**src/rtl/loc_arb_pkg.sv**
```systemverilog
`timescale 1ns/1ps
package loc_arb_pkg;
   localparam int unsigned REG_W      = 8;
   localparam int unsigned BIT_VALID  = 7;
   localparam int unsigned BIT_ACTIVE = 5;
   localparam int unsigned BIT_SEIZED = 4;
   localparam int unsigned BIT_SEIZE  = 3;
   localparam int unsigned BIT_PEND   = 2;
   localparam int unsigned BIT_REQ    = 1;
   localparam int unsigned BIT_ESTAB  = 0;
endpackage

```
**src/rtl/loc_arb_pick.sv**
```systemverilog
`timescale 1ns/1ps
// Highest-index picker over a request vector.
module loc_arb_pick #(
   parameter int unsigned NUM_LOC = 5,
   parameter int unsigned LOC_W   = 3
) (
   input  logic [NUM_LOC-1:0] req,
   output logic               any,
   output logic [LOC_W-1:0]   idx
);
   always_comb begin
      idx = '0;
      for (int i = 0; i < NUM_LOC; i++) begin
         if (req[i]) idx = LOC_W'(i);
      end
   end
   assign any = |req;
endmodule

```
**src/rtl/loc_arb_wr_dec.sv**
```systemverilog
`timescale 1ns/1ps
// Turns one register write into per-locality strobes, judged against the current owner.
module loc_arb_wr_dec
   import loc_arb_pkg::*;
#(
   parameter int unsigned NUM_LOC       = 5,
   parameter int unsigned LOC_W         = 3,
   parameter int unsigned ESTAB_MIN_LOC = 3
) (
   input  logic               wr_en,
   input  logic [LOC_W-1:0]   wr_loc,
   input  logic [REG_W-1:0]   wr_data,
   input  logic               owner_valid,
   input  logic [LOC_W-1:0]   owner_loc,
   output logic [NUM_LOC-1:0] req_set,
   output logic [NUM_LOC-1:0] seized_clr,
   output logic               relinquish,
   output logic               seize_take,
   output logic               estab_clr
);
   localparam logic [LOC_W:0]   LOC_LIMIT = (LOC_W+1)'(NUM_LOC);
   localparam logic [LOC_W-1:0] ESTAB_MIN = LOC_W'(ESTAB_MIN_LOC);

   logic loc_ok;
   assign loc_ok = wr_en && ({1'b0, wr_loc} < LOC_LIMIT);

   for (genvar i = 0; i < NUM_LOC; i++) begin : g_loc
      logic hit;
      assign hit           = loc_ok && (wr_loc == LOC_W'(i));
      assign req_set[i]    = hit && wr_data[BIT_REQ] && !(owner_valid && owner_loc == LOC_W'(i));
      assign seized_clr[i] = hit && wr_data[BIT_SEIZED];
   end

   assign relinquish = loc_ok && wr_data[BIT_ACTIVE] && owner_valid && (wr_loc == owner_loc);
   assign seize_take = loc_ok && wr_data[BIT_SEIZE] && owner_valid && (wr_loc > owner_loc);
   assign estab_clr  = loc_ok && wr_data[BIT_ESTAB] && (wr_loc >= ESTAB_MIN);
endmodule

```
**src/rtl/loc_arb_view.sv**
```systemverilog
`timescale 1ns/1ps
// Builds each locality's access register image and selects one for reading.
module loc_arb_view
   import loc_arb_pkg::*;
#(
   parameter int unsigned NUM_LOC = 5,
   parameter int unsigned LOC_W   = 3
) (
   input  logic               owner_valid,
   input  logic [LOC_W-1:0]   owner_loc,
   input  logic [NUM_LOC-1:0] req,
   input  logic [NUM_LOC-1:0] seized,
   input  logic               estab,
   input  logic [LOC_W-1:0]   rd_loc,
   output logic [REG_W-1:0]   rd_data
);
   logic [REG_W-1:0] image [NUM_LOC];

   for (genvar i = 0; i < NUM_LOC; i++) begin : g_img
      logic [NUM_LOC-1:0] others;
      assign others = req & ~(NUM_LOC'(1) << i);
      always_comb begin
         image[i]             = '0;
         image[i][BIT_VALID]  = 1'b1;
         image[i][BIT_ACTIVE] = owner_valid && (owner_loc == LOC_W'(i));
         image[i][BIT_SEIZED] = seized[i];
         image[i][BIT_PEND]   = |others;
         image[i][BIT_REQ]    = req[i];
         image[i][BIT_ESTAB]  = estab;
      end
   end

   always_comb begin
      rd_data = '0;
      for (int i = 0; i < NUM_LOC; i++) begin
         if (rd_loc == LOC_W'(i)) rd_data = image[i];
      end
   end
endmodule

```
**src/rtl/loc_arb_top.sv**
```systemverilog
`timescale 1ns/1ps
module loc_arb_top
   import loc_arb_pkg::*;
#(
   parameter int unsigned NUM_LOC       = 5,
   parameter int unsigned ESTAB_MIN_LOC = 3,
   localparam int unsigned LOC_W        = $clog2(NUM_LOC)
) (
   input  logic             clk,
   input  logic             rst_n,
   input  logic             wr_en,
   input  logic [LOC_W-1:0] wr_loc,
   input  logic [REG_W-1:0] wr_data,
   input  logic [LOC_W-1:0] rd_loc,
   output logic [REG_W-1:0] rd_data,
   output logic [LOC_W-1:0] owner_loc,
   output logic             grant_valid
);
   if (NUM_LOC < 2) begin : g_bad_num
      $error("loc_arb_top: NUM_LOC must be at least 2");
   end
   if (ESTAB_MIN_LOC >= NUM_LOC) begin : g_bad_estab
      $error("loc_arb_top: ESTAB_MIN_LOC must name an existing locality");
   end

   logic               owner_valid_q;
   logic [LOC_W-1:0]   owner_q;
   logic [NUM_LOC-1:0] req_q;
   logic [NUM_LOC-1:0] seized_q;
   logic               estab_q;

   logic [NUM_LOC-1:0] req_set, seized_clr, req_clr, seized_mark;
   logic               relinquish, seize_take, estab_clr;
   logic               any_req, grant;
   logic [LOC_W-1:0]   pick;

   loc_arb_wr_dec #(
      .NUM_LOC(NUM_LOC), .LOC_W(LOC_W), .ESTAB_MIN_LOC(ESTAB_MIN_LOC)
   ) u_dec (
      .wr_en(wr_en), .wr_loc(wr_loc), .wr_data(wr_data),
      .owner_valid(owner_valid_q), .owner_loc(owner_q),
      .req_set(req_set), .seized_clr(seized_clr),
      .relinquish(relinquish), .seize_take(seize_take), .estab_clr(estab_clr)
   );

   loc_arb_pick #(.NUM_LOC(NUM_LOC), .LOC_W(LOC_W)) u_pick (
      .req(req_q), .any(any_req), .idx(pick)
   );

   loc_arb_view #(.NUM_LOC(NUM_LOC), .LOC_W(LOC_W)) u_view (
      .owner_valid(owner_valid_q), .owner_loc(owner_q), .req(req_q),
      .seized(seized_q), .estab(estab_q), .rd_loc(rd_loc), .rd_data(rd_data)
   );

   assign grant = !owner_valid_q && any_req;

   for (genvar i = 0; i < NUM_LOC; i++) begin : g_mask
      assign req_clr[i]     = (seize_take && wr_loc == LOC_W'(i)) ||
                              (grant && pick == LOC_W'(i));
      assign seized_mark[i] = seize_take && owner_q == LOC_W'(i);
   end

   always_ff @(posedge clk) begin
      if (!rst_n) begin
         owner_valid_q <= 1'b0;
         owner_q       <= '0;
         req_q         <= '0;
         seized_q      <= '0;
         estab_q       <= 1'b1;
      end else begin
         req_q    <= (req_q | req_set) & ~req_clr;
         seized_q <= (seized_q & ~seized_clr) | seized_mark;
         if (estab_clr) estab_q <= 1'b0;
         if (seize_take) begin
            owner_q <= wr_loc;
         end else if (relinquish) begin
            owner_valid_q <= 1'b0;
         end else if (grant) begin
            owner_valid_q <= 1'b1;
            owner_q       <= pick;
         end
      end
   end

   assign owner_loc   = owner_q;
   assign grant_valid = owner_valid_q;

   // Assertions
   assert_grant_R4: assert property (@(posedge clk) disable iff (!rst_n)
      (!grant_valid && req_q != '0) |=> grant_valid);

   assert_release_R5: assert property (@(posedge clk) disable iff (!rst_n)
      (wr_en && wr_data[BIT_ACTIVE] && grant_valid && wr_loc == owner_loc) |=> !grant_valid);

   assert_seize_R7: assert property (@(posedge clk) disable iff (!rst_n)
      (wr_en && wr_data[BIT_SEIZE] && grant_valid && wr_loc > owner_loc &&
       {1'b0, wr_loc} < (LOC_W+1)'(NUM_LOC))
      |=> (grant_valid && owner_loc == $past(wr_loc)));

   assert_low_seize_R8: assert property (@(posedge clk) disable iff (!rst_n)
      (wr_en && wr_data[BIT_SEIZE] && !wr_data[BIT_ACTIVE] && grant_valid && wr_loc <= owner_loc)
      |=> (grant_valid && $stable(owner_loc)));

   assert_idle_seize_R8: assert property (@(posedge clk) disable iff (!rst_n)
      (wr_en && wr_data[BIT_SEIZE] && !grant_valid && req_q == '0) |=> !grant_valid);

   assert_sticky_R9: assert property (@(posedge clk) disable iff (!rst_n)
      (!wr_en || !wr_data[BIT_SEIZED]) |=> ((seized_q & $past(seized_q)) == $past(seized_q)));

   assert_estab_once_R10: assert property (@(posedge clk) disable iff (!rst_n)
      !estab_q |=> !estab_q);

   assert_estab_guard_R10: assert property (@(posedge clk) disable iff (!rst_n)
      (wr_en && wr_loc < LOC_W'(ESTAB_MIN_LOC)) |=> $stable(estab_q));

   assert_owner_range_R12: assert property (@(posedge clk) disable iff (!rst_n)
      grant_valid |-> ({1'b0, owner_loc} < (LOC_W+1)'(NUM_LOC)));
endmodule

```
**config.mk**
```make
export PLATFORM = sky130hd
export DESIGN_NAME = loc_arb_top
export DESIGN_NICKNAME = d
export VERILOG_FILES = /design/src/rtl/loc_arb_pkg.sv /design/src/rtl/loc_arb_pick.sv /design/src/rtl/loc_arb_wr_dec.sv /design/src/rtl/loc_arb_view.sv /design/src/rtl/loc_arb_top.sv
export SDC_FILE = /design/constraint.sdc
export NUM_CORES = 1
export LEC_CHECK = 0
export BUFFER_PORTS_ARGS = -buffer_cell sky130_fd_sc_hd__buf_2
export CORE_MARGIN = 5
export CORE_UTILIZATION = 52
export CTS_CLUSTER_SIZE = 8
export DETAILED_ROUTE_END_ITERATION = 8
export HOLD_SLACK_MARGIN = 0.08
export PLACE_DENSITY = 0.78
export SYNTH_ARGS = -nofsm -noshare
export SYNTH_HDL_FRONTEND = slang
export SYNTH_SLANG_ARGS = --single-unit
```
**constraint.sdc**
```tcl
create_clock -name clk -period 2.5 [get_ports clk]
set_input_delay 0 -clock clk [delete_from_list [all_inputs] [get_ports clk]]
set_output_delay 0 -clock clk [all_outputs]
set_load 0.05 [all_outputs]
```
Yosys cells after proc, flatten, opt, wreduce, memory -nomap -nowiden
Index checks and enable logic that the tools add are counted.
{ "classes": {"n_lt_le_gt_ge": 3, "addsub": 0, "n_mul": 0, "n_reduce_logical": 75, "n_mux": 14, "n_shift": 0, "div_mod_pow": 0, "bitwise": 7, "n_eq_ne": 18} }
{ "op_table": {"columns": ["operator", "count"], "rows": [
  ["$logic_and 1x1->1", 50],
  ["$mux 8", 5],
  ["$eq 3x2->1 const B", 8],
  ["$reduce_or 4->1", 5],
  ["$eq 3x1->1 const B", 4],
  ["$eq 3x3->1 const B", 4],
  ["$logic_not 3->1", 4],
  ["$mux 3", 4],
  ["$and 5x5->5", 2],
  ["$not 5->5", 2],
  ["$or 5x5->5", 2],
  ["$logic_not 1->1", 6],
  ["$logic_or 1x1->1", 5],
  ["$reduce_or 5->1", 1],
  ["$mux 2", 2],
  ["$reduce_and 2->1", 2],
  ["$reduce_bool 2->1", 2],
  ["$eq 3x3->1", 1],
  ["$ge 3x2->1 const B", 1],
  ["$gt 3x3->1", 1],
  ["$lt 3x3->1 const B", 1],
  ["$mux 1", 3],
  ["$ne 2x1->1 const B", 1],
  ["$not 1->1", 1]
]} }
{ "totals": {"n_memories": 0, "ram_bits": 0, "romBits": 0, "latch_bits": 0, "ff_bits": 15} }

Longest topological paths before layout
Gate-level depths: netlist of run 1.
{ "logic_depth": {"word_depth": 9, "depth_mapped": 7} }

Modules after synthesis
From an unflattened synthesis of run 1, not the netlist that was laid out.
{ "hier_totals": {"cells_unflattened": 156, "area_unflattened_um2": 1227.4} }
{ "by_module_without_submodules": {"columns": ["mod", "area_each_um2", "cells_per_inst", "instances", "seq_area_each_um2"], "rows": [
  ["loc_arb_top", 654.4, 69, 1, 300.3],
  ["loc_arb_wr_dec", 267.8, 41, 1, 0.0],
  ["loc_arb_view", 262.8, 38, 1, 0.0],
  ["loc_arb_pick", 42.5, 8, 1, 0.0]
]} }

Worst setup path before layout of run 1
Ideal clock, no wire load.
{ "synth_path": {"path_type": "flip-flop to output port", "startpoint": "reg owner_q[0] (netlist: owner_loc[0])", "endpoint": "out rd_data[5]", "arrival_time_ns": 2.363, "slack_ns": 0.137, "stages_incl_launch_ff": 5, "cell_sequence": "dfxtp_1 clkbuf_1 xnor2_1 nand4_1 a21boi_0"} }
{ "synth_between": {"elab_chain_cells": 7} }
{ "synth_rtl": {"columns": ["item", "line_no", "source"], "rows": [
  ["start, declared", "loc_arb_top.sv:27", "logic [LOC_W-1:0] owner_q;"],
  ["start signal, assigned", "loc_arb_top.sv:75", "owner_q <= wr_loc;"],
  ["start signal, assigned", "loc_arb_top.sv:80", "owner_q <= pick;"],
  ["$logic_not 3->1", "loc_arb_view.sv:25", "image[i][BIT_ACTIVE] = owner_valid && (owner_loc == LOC_W'(i));"],
  ["$logic_and 1x1->1", "loc_arb_view.sv:25", null],
  ["$mux 8 (4 in series)", "loc_arb_view.sv:36", "if (rd_loc == LOC_W'(i)) rd_data = image[i];"],
  ["$mux 8 *", "loc_arb_view.sv:36", null],
  ["end, declared", "loc_arb_top.sv:15", "output logic [REG_W-1:0] rd_data,"]
]} }
Every way passes the cells marked *; elsewhere a longest branch is shown, timed or not.

Worst setup path in the final report of run 1
{ "layout_path": {"startpoint": "reg owner_q[1] (netlist: owner_loc[1])", "endpoint": "reg seized_q[2]"} }
{ "layout_between": {"elab_chain_cells": 4} }
{ "layout_rtl": {"columns": ["item", "line_no", "source"], "rows": [
  ["$gt 3x3->1", "loc_arb_wr_dec.sv:35", "assign seize_take = loc_ok && wr_data[BIT_SEIZE] && owner_valid && (wr_loc > owner_loc);"],
  ["$logic_and 1x1->1", "loc_arb_wr_dec.sv:35", null],
  ["$logic_and 1x1->1 *", "loc_arb_top.sv:60", "assign seized_mark[i] = seize_take && owner_q == LOC_W'(i);"],
  ["$or 5x5->5 *", "loc_arb_top.sv:72", "seized_q <= (seized_q & ~seized_clr) | seized_mark;"],
  ["end signal, assigned", "loc_arb_top.sv:72", null],
  ["end, declared", "loc_arb_top.sv:29", "logic [NUM_LOC-1:0] seized_q;"]
]} }
Marked as above.
A chain may end at the register's enable or synchronous reset.

==> results of run 1 <==
==> critical path, cell delays in order, from the launching register on <==
cell and delay, ns:
dfxtp_1 0.53, inv_1 0.18, ha_1 0.32, and3_1 0.17
nand4bb_4 0.23, or3b_4 0.43, o31ai_2 0.19
==> layout by cell type (no fill, tap or decap), types with 3 or more instances in the layout <==
| master | instances |
|---|---|
| nand2_1 | 14 |
| a31oi_1 | 8 |
| o21ai_0 | 9 |
| nor4_1 | 3 |
| nand3_1 | 7 |
| inv_1 | 6 |
| ha_1 | 3 |
| dlygate4sd3_1 | 5 |
| nor3_1 | 4 |
| nor2b_1 | 5 |
| a21oi_1 | 6 |
| nor2_1 | 7 |
| dfxtp_1 | 15 |
| clkbuf_4 | 3 |
| buf_2 | 23 |
| o211ai_1 | 3 |
| o21ai_1 | 3 |
==> per-layer routing <==
layer  global-route usage  part of all wire  wire length (um)
met1               0.2353              0.41              1257
met2               0.3214              0.48              1458
met3              0.04977             0.088               270
met4              0.09603             0.027                82
met5                    0                 0                 0
==> final cells by class <==
class | instances | area share
clock buffers | 4 | 0.01977
repair buffers | 30 | 0.1356
inverters | 6 | 0.01695
multi-input cells | 115 | 0.5753
well taps | 28 | 0.02637
flip-flops and latches | 15 | 0.2260
==> sequential cells by signal (all words and copies together), names as in the netlist <==
name and count:
req_q 5, seized_q 5, owner_loc 3, estab_q 1, grant_valid 1
==> synthesized netlist by cell type (2+ instances only) <==
master,instances
a21oi_1,6
a31oi_1,8
buf_2,2
buf_4,4
clkbuf_1,7
dfxtp_1,15
ha_1,3
inv_1,6
nand2_1,14
nand3_1,7
nand4_1,2
nor2_1,7
nor2b_1,5
nor3_1,4
nor4_1,3
nor4bb_1,2
o211a_1,2
o211ai_1,3
o21a_1,2
o21ai_0,9
o21ai_1,3
o22ai_1,2
o31ai_2,2
or4_1,2
xnor2_1,2
==> worst max-delay path by stage <==
stage | start | endpoint
2_1_floorplan | owner_loc[0]$_SDFFE_PN0P_ | rd_data[5]
5_1_grt | owner_loc[1]$_SDFFE_PN0P_ | seized_q[2]$_SDFF_PN0_
6_report | owner_loc[1]$_SDFFE_PN0P_ | seized_q[2]$_SDFF_PN0_
3_3_place_gp | owner_loc[1]$_SDFFE_PN0P_ | seized_q[0]$_SDFF_PN0_
4_1_cts | owner_loc[1]$_SDFFE_PN0P_ | seized_q[2]$_SDFF_PN0_
3_5_place_dp | owner_loc[1]$_SDFFE_PN0P_ | seized_q[2]$_SDFF_PN0_
==> what timing repair did <==
action | CTS | global route
hold buffers | 5 | 0
setup endpoints to repair | 0 | 0
endpoints found under the hold margin | 5 | 0
==> report_power, final <==
group	switching, mW	internal (mW)	total, mW
Clock	0.0781	0.0621	0.140
Combinational	0.0976	0.0507	0.148
Sequential	0.00928	0.244	0.253
==> logic make-up after synthesis <==
logic type | share of synthesized area
mux | 0.02829
buf+inv | 0.07726
compound gates | 0.2862
other cells | 0.003261
flops | 0.2612
fa+ha+maj | 0.03265
xor+xnor | 0.01524
simple gates | 0.2960
==> stage by stage <==
step / util / power [mW]
after floorplan: - / 0.3653
after global placement: 0.5773 / 0.3955
after detailed placement: 0.5773 / 0.3996
after CTS: 0.6125 / 0.5420
after global routing: 0.6125 / 0.5708
final: 0.6125 / 0.5418
==> results.json, run 1 <==
{
  "min_period_ns": 2.143,
  "row_count": 17,
  "drt-vias-per-instance": 6.253,
  "grt_pass1_wl_um": 5078,
  "hold_depth": 4,
  "syn_area_um2": 1150,
  "crit_type": "reg2reg",
  "synthCells": 148,
  "finClkSkew_ns": 0.002920,
  "fin_ws_ns": 0.3569,
  "synth_edf_count": 0,
  "wirelength_um": 3069,
  "remaining_drc_errors": 0,
  "drive_gt1_frac": 0.2059,
  "antenna_found_initial": 0,
  "drtPass1Iterations": 4,
  "drt_first_iter_violations": 53,
  "setup_viol_count_final": 0,
  "ys_seq_area_frac": 0.2612,
  "dieArea_um2": 3252,
  "cts_buffers": 3,
  "ir_drop_uv": 324.1,
  "n_antenna_cell": 0,
  "clk_path_buf_depth": 2,
  "grt_max_degree": 20,
  "synth_cell_type_count": 51,
  "leakagePower_nw": 0.5467,
  "start_util": 0.5300,
  "htree_levels": 1,
  "coreArea_um2": 2170,
  "drt-wirelength-per-cell_um": 15.50,
  "synth_top_area_frac": 0.2612,
  "hold_end": "seized_q[0]$_SDFF_PN0_",
  "drv_slew": 0,
  "grt_use_total": 0.1953,
  "clock_latency_ns": 0.29,
  "nNetsFinal": 191,
  "multiInputGateArea_um2": 764.5,
  "dp_hpwl_um": 2342,
  "cp_max_fo": 9,
  "r2r_start": "owner_loc[1]$_SDFFE_PN0P_",
  "fp.dieH_um": 57.03,
  "nFillCells": 205,
  "reg2reg_depth": 6,
  "status": "complete, no violations",
  "endpoint_kind": "flip-flop",
  "cp.required_ns": 2.71,
  "ant_nets": 0,
  "timing.rr.end": "seized_q[2]$_SDFF_PN0_",
  "cts.sinks": 15,
  "async_flop_share": 0,
  "worst_hold_slack_ns": 0.09337,
  "hold_viol": 0,
  "final.setup.tns_ns": 0,
  "syn_avg_cell_area_um2": 7.769,
  "cts_tree": "done",
  "die_x_um": 57.03,
  "synth_top_area_cell": "dfxtp_1",
  "place_ws_ns": 0.3837,
  "hold_path_class": "in2reg",
  "grt_pass1_vias": 1167,
  "clock.fmax_mhz": 466.6,
  "fin_crit_sh": 0.8572,
  "postCtsSetupRepairBufs": 0,
  "overflow": 0,
  "r2r_slack_ns": 0.36,
  "final_area_um2": 1329,
  "gp_congestion": 0.9196,
  "cap_violations": 0,
  "regArea_um2": 300.3,
  "layout.cells.non_filler": 198,
  "ctsRootBufferMaster": "clkbuf_4",
  "port_buffers": 23,
  "dp_cells": 189,
  "rsz0062_at_grt": "false",
  "cts_resized": 0,
  "powerDensity_nw_per_um2": 407.8,
  "ys_warn_count": 0,
  "clk_pin_slew_ns": 0.09,
  "start_kind": "flip-flop",
  "dr_total_vias": 1238,
  "syn_to_final_growth_pct": 15.56,
  "ys.flop_type": "dfxtp_1",
  "synthTopCellsByArea": "dfxtp_1 26%, nand2_1 4.6%, a31oi_1 4.4%",
  "io_pins": 29,
  "placed_cell_area_um2": 1252,
  "crit_arrival_ns": 2.35,
  "min_from": "wr_data[4]",
  "ys_ff_latch": 15
}
(Power assumes the default switching activity.)
==> run 2: changes to the inputs <==
--- a/config.mk
+++ b/config.mk
@@ -7,11 +7,11 @@
 export LEC_CHECK = 0
 export BUFFER_PORTS_ARGS = -buffer_cell sky130_fd_sc_hd__buf_2
 export CORE_MARGIN = 5
-export CORE_UTILIZATION = 52
+export CORE_UTILIZATION = 45
 export CTS_CLUSTER_SIZE = 8
 export DETAILED_ROUTE_END_ITERATION = 8
 export HOLD_SLACK_MARGIN = 0.08
-export PLACE_DENSITY = 0.78
+export PLACE_DENSITY = 0.69
 export SYNTH_ARGS = -nofsm -noshare
 export SYNTH_HDL_FRONTEND = slang
 export SYNTH_SLANG_ARGS = --single-unit
==> run 2 against run 1 <==
Net effect: via count is the same; largest cell class unchanged; non-clock buffer count shrank 1; routed wire length shrank 0.78%; sequential share of layout area grew 0.11 points; register-to-register slack gained 0.02 ns; largest power group unchanged; setup slack gained 0.018 ns; fmax grew 0.85%; critical path type unchanged.
==> results.json, run 2 (synthesis results as in run 1) <==
{
  "final.setup.tns_ns": 0,
  "nFillCells": 238,
  "status": "complete, no violations",
  "gp_congestion": 0.9075,
  "start_util": 0.4684,
  "remaining_drc_errors": 0,
  "die_x_um": 60.55,
  "clock.fmax_mhz": 470.6,
  "busiest_layer": "met2",
  "rsz0062_at_grt": "false",
  "io_pins": 29,
  "dp_hpwl_um": 2335,
  "cts_tree": "done",
  "cts_buffers": 3,
  "internal_power_mw": 0.3531,
  "finClkSkew_ns": 0.003525,
  "dieArea_um2": 3666,
  "grt.met3_usage": 0.02340,
  "port_buffers": 23,
  "dp_cells": 191,
  "antenna_found_initial": 0,
  "power.share.clock": 0.262,
  "ant_nets": 0,
  "final_common_cell": "buf_2",
  "pwr-share-comb": 0.270,
  "drt-wirelength-per-cell_um": 15.30,
  "cap_violations": 0,
  "grt_pass1_wl_um": 5099,
  "coreArea_um2": 2455,
  "crit_arrival_ns": 2.34,
  "cts.sinks": 15,
  "layout_common_cells": "23 x buf_2, 15 x dfxtp_1, 14 x nand2_1",
  "drt_first_iter_violations": 54,
  "gr-usage-met2": 0.3025,
  "grt_pass1_vias": 1120,
  "cp_max_fo": 9,
  "r2r_start": "owner_loc[1]$_SDFFE_PN0P_",
  "p_sw_frac": 0.3486,
  "nNetsFinal": 190,
  "setup_viol_count_final": 0,
  "drt-vias-per-instance": 6.221,
  "overflow": 0,
  "layout.cells.non_filler": 199,
  "fin_crit_sh": 0.8500,
  "grt_max_degree": 20,
  "clk_path_buf_depth": 2,
  "row_count": 18,
  "clock_latency_ns": 0.29,
  "wirelength_um": 3045,
  "htree_levels": 1,
  "powerDensity_nw_per_um2": 409.8,
  "grt_use_total": 0.1831,
  "min_from": "wr_loc[1]",
  "start_kind": "flip-flop",
  "drive_gt1_frac": 0.2130,
  "endpoint_kind": "flip-flop",
  "p_seq_frac": 0.467,
  "p_switching_mw": 0.1889,
  "hold_path_class": "in2reg",
  "min_period_ns": 2.125,
  "fp.dieH_um": 60.55,
  "crit_type": "reg2reg",
  "place_ws_ns": 0.3962,
  "n_antenna_cell": 0,
  "cp.required_ns": 2.71,
  "syn_to_final_growth_pct": 15.02,
  "drtPass1Iterations": 4,
  "grt_use_met1": 0.2394,
  "leakagePower_nw": 0.5452,
  "dr_total_vias": 1238,
  "cp-startpoint": "owner_loc[1]$_SDFFE_PN0P_",
  "ctsRootBufferMaster": "clkbuf_4",
  "ir_drop_uv": 294.6,
  "clk_pin_slew_ns": 0.10,
  "drv_slew": 0,
  "fin_ws_ns": 0.3749,
  "hold_viol": 0
}
## run 2: cell types whose count changed in the layout (fill, tap and decap cells not counted), sizes merged
cell,before,now
dlygate4sd3,5,4
clkinv,0,1
clkbuf,4,3
## run 2: timing repair
item / in CTS / in global routing
buffers inserted: 0 / 0
gates resized for setup: 0 / 0
hold buffers: 4 / 0
endpoints found under the hold margin: 4 / 0
## run 2: worst paths after layout
check	end	cells after the start	slack, ns
worst max-delay path	seized_q[0]$_SDFF_PN0_	6	0.37
worst min register to register	estab_q$_SDFFE_PN1P_	2	0.46
worst min-delay path	owner_loc[1]$_SDFFE_PN0P_	2	0.09
worst max register to register	seized_q[0]$_SDFF_PN0_	6	0.37
## run 2: worst max-delay path, stage by stage (launching register included)
cell       delay, ns
dfxtp_1         0.54
inv_1           0.19
ha_1            0.32
and3_1          0.17
nand4bb_4       0.23
or3b_4          0.43
o31ai_2         0.18
## run 2: metrics by stage
step,cell area [um^2],power [mW],utilization,hold slack (ns)
5_1_grt,1323,0.5747,0.5387,0.1066
3_3_place_gp,1255,0.3967,0.5112,0.1858
2_1_floorplan,1154,0.3653,-,0.08936
6_report,1323,0.5420,0.5387,0.09073
3_5_place_dp,1255,0.4001,0.5112,0.1933
4_1_cts,1323,0.5437,0.5387,0.08502
## run 2: final cells by class
| class | count | area (um^2) | share of cell area |
|---|---|---|---|
| clock inverters | 1 | 5.005 | 0.003784 |
| flip-flops and latches | 15 | 300.3 | 0.2271 |
| multi-input cells | 115 | 764.5 | 0.5781 |
| clock buffers | 3 | 22.52 | 0.01703 |
| inverters | 6 | 22.52 | 0.01703 |
| repair buffers | 29 | 170.2 | 0.1287 |
| well taps | 30 | 37.54 | 0.02838 |
## run 2: power by group through the flow
| stage | combinational, mW | clock [mW] | sequential [mW] |
|---|---|---|---|
| 2_1_floorplan | 0.101 | 0 | 0.265 |
| 3_3_place_gp | 0.138 | 0 | 0.258 |
| 5_1_grt | 0.160 | 0.160 | 0.255 |
| 3_5_place_dp | 0.141 | 0 | 0.259 |
| 6_report | 0.147 | 0.142 | 0.253 |
| 4_1_cts | 0.146 | 0.144 | 0.253 |
## run 2: metal layers
| layer | routed length [um] | vias up | share of wire |
|---|---|---|---|
| li1 | - | 594 | - |
| met1 | 1283 | 564 | 0.42 |
| met2 | 1410 | 70 | 0.46 |
| met3 | 278 | 10 | 0.091 |
| met4 | 72 | 0 | 0.024 |
| met5 | 0 | - | 0 |
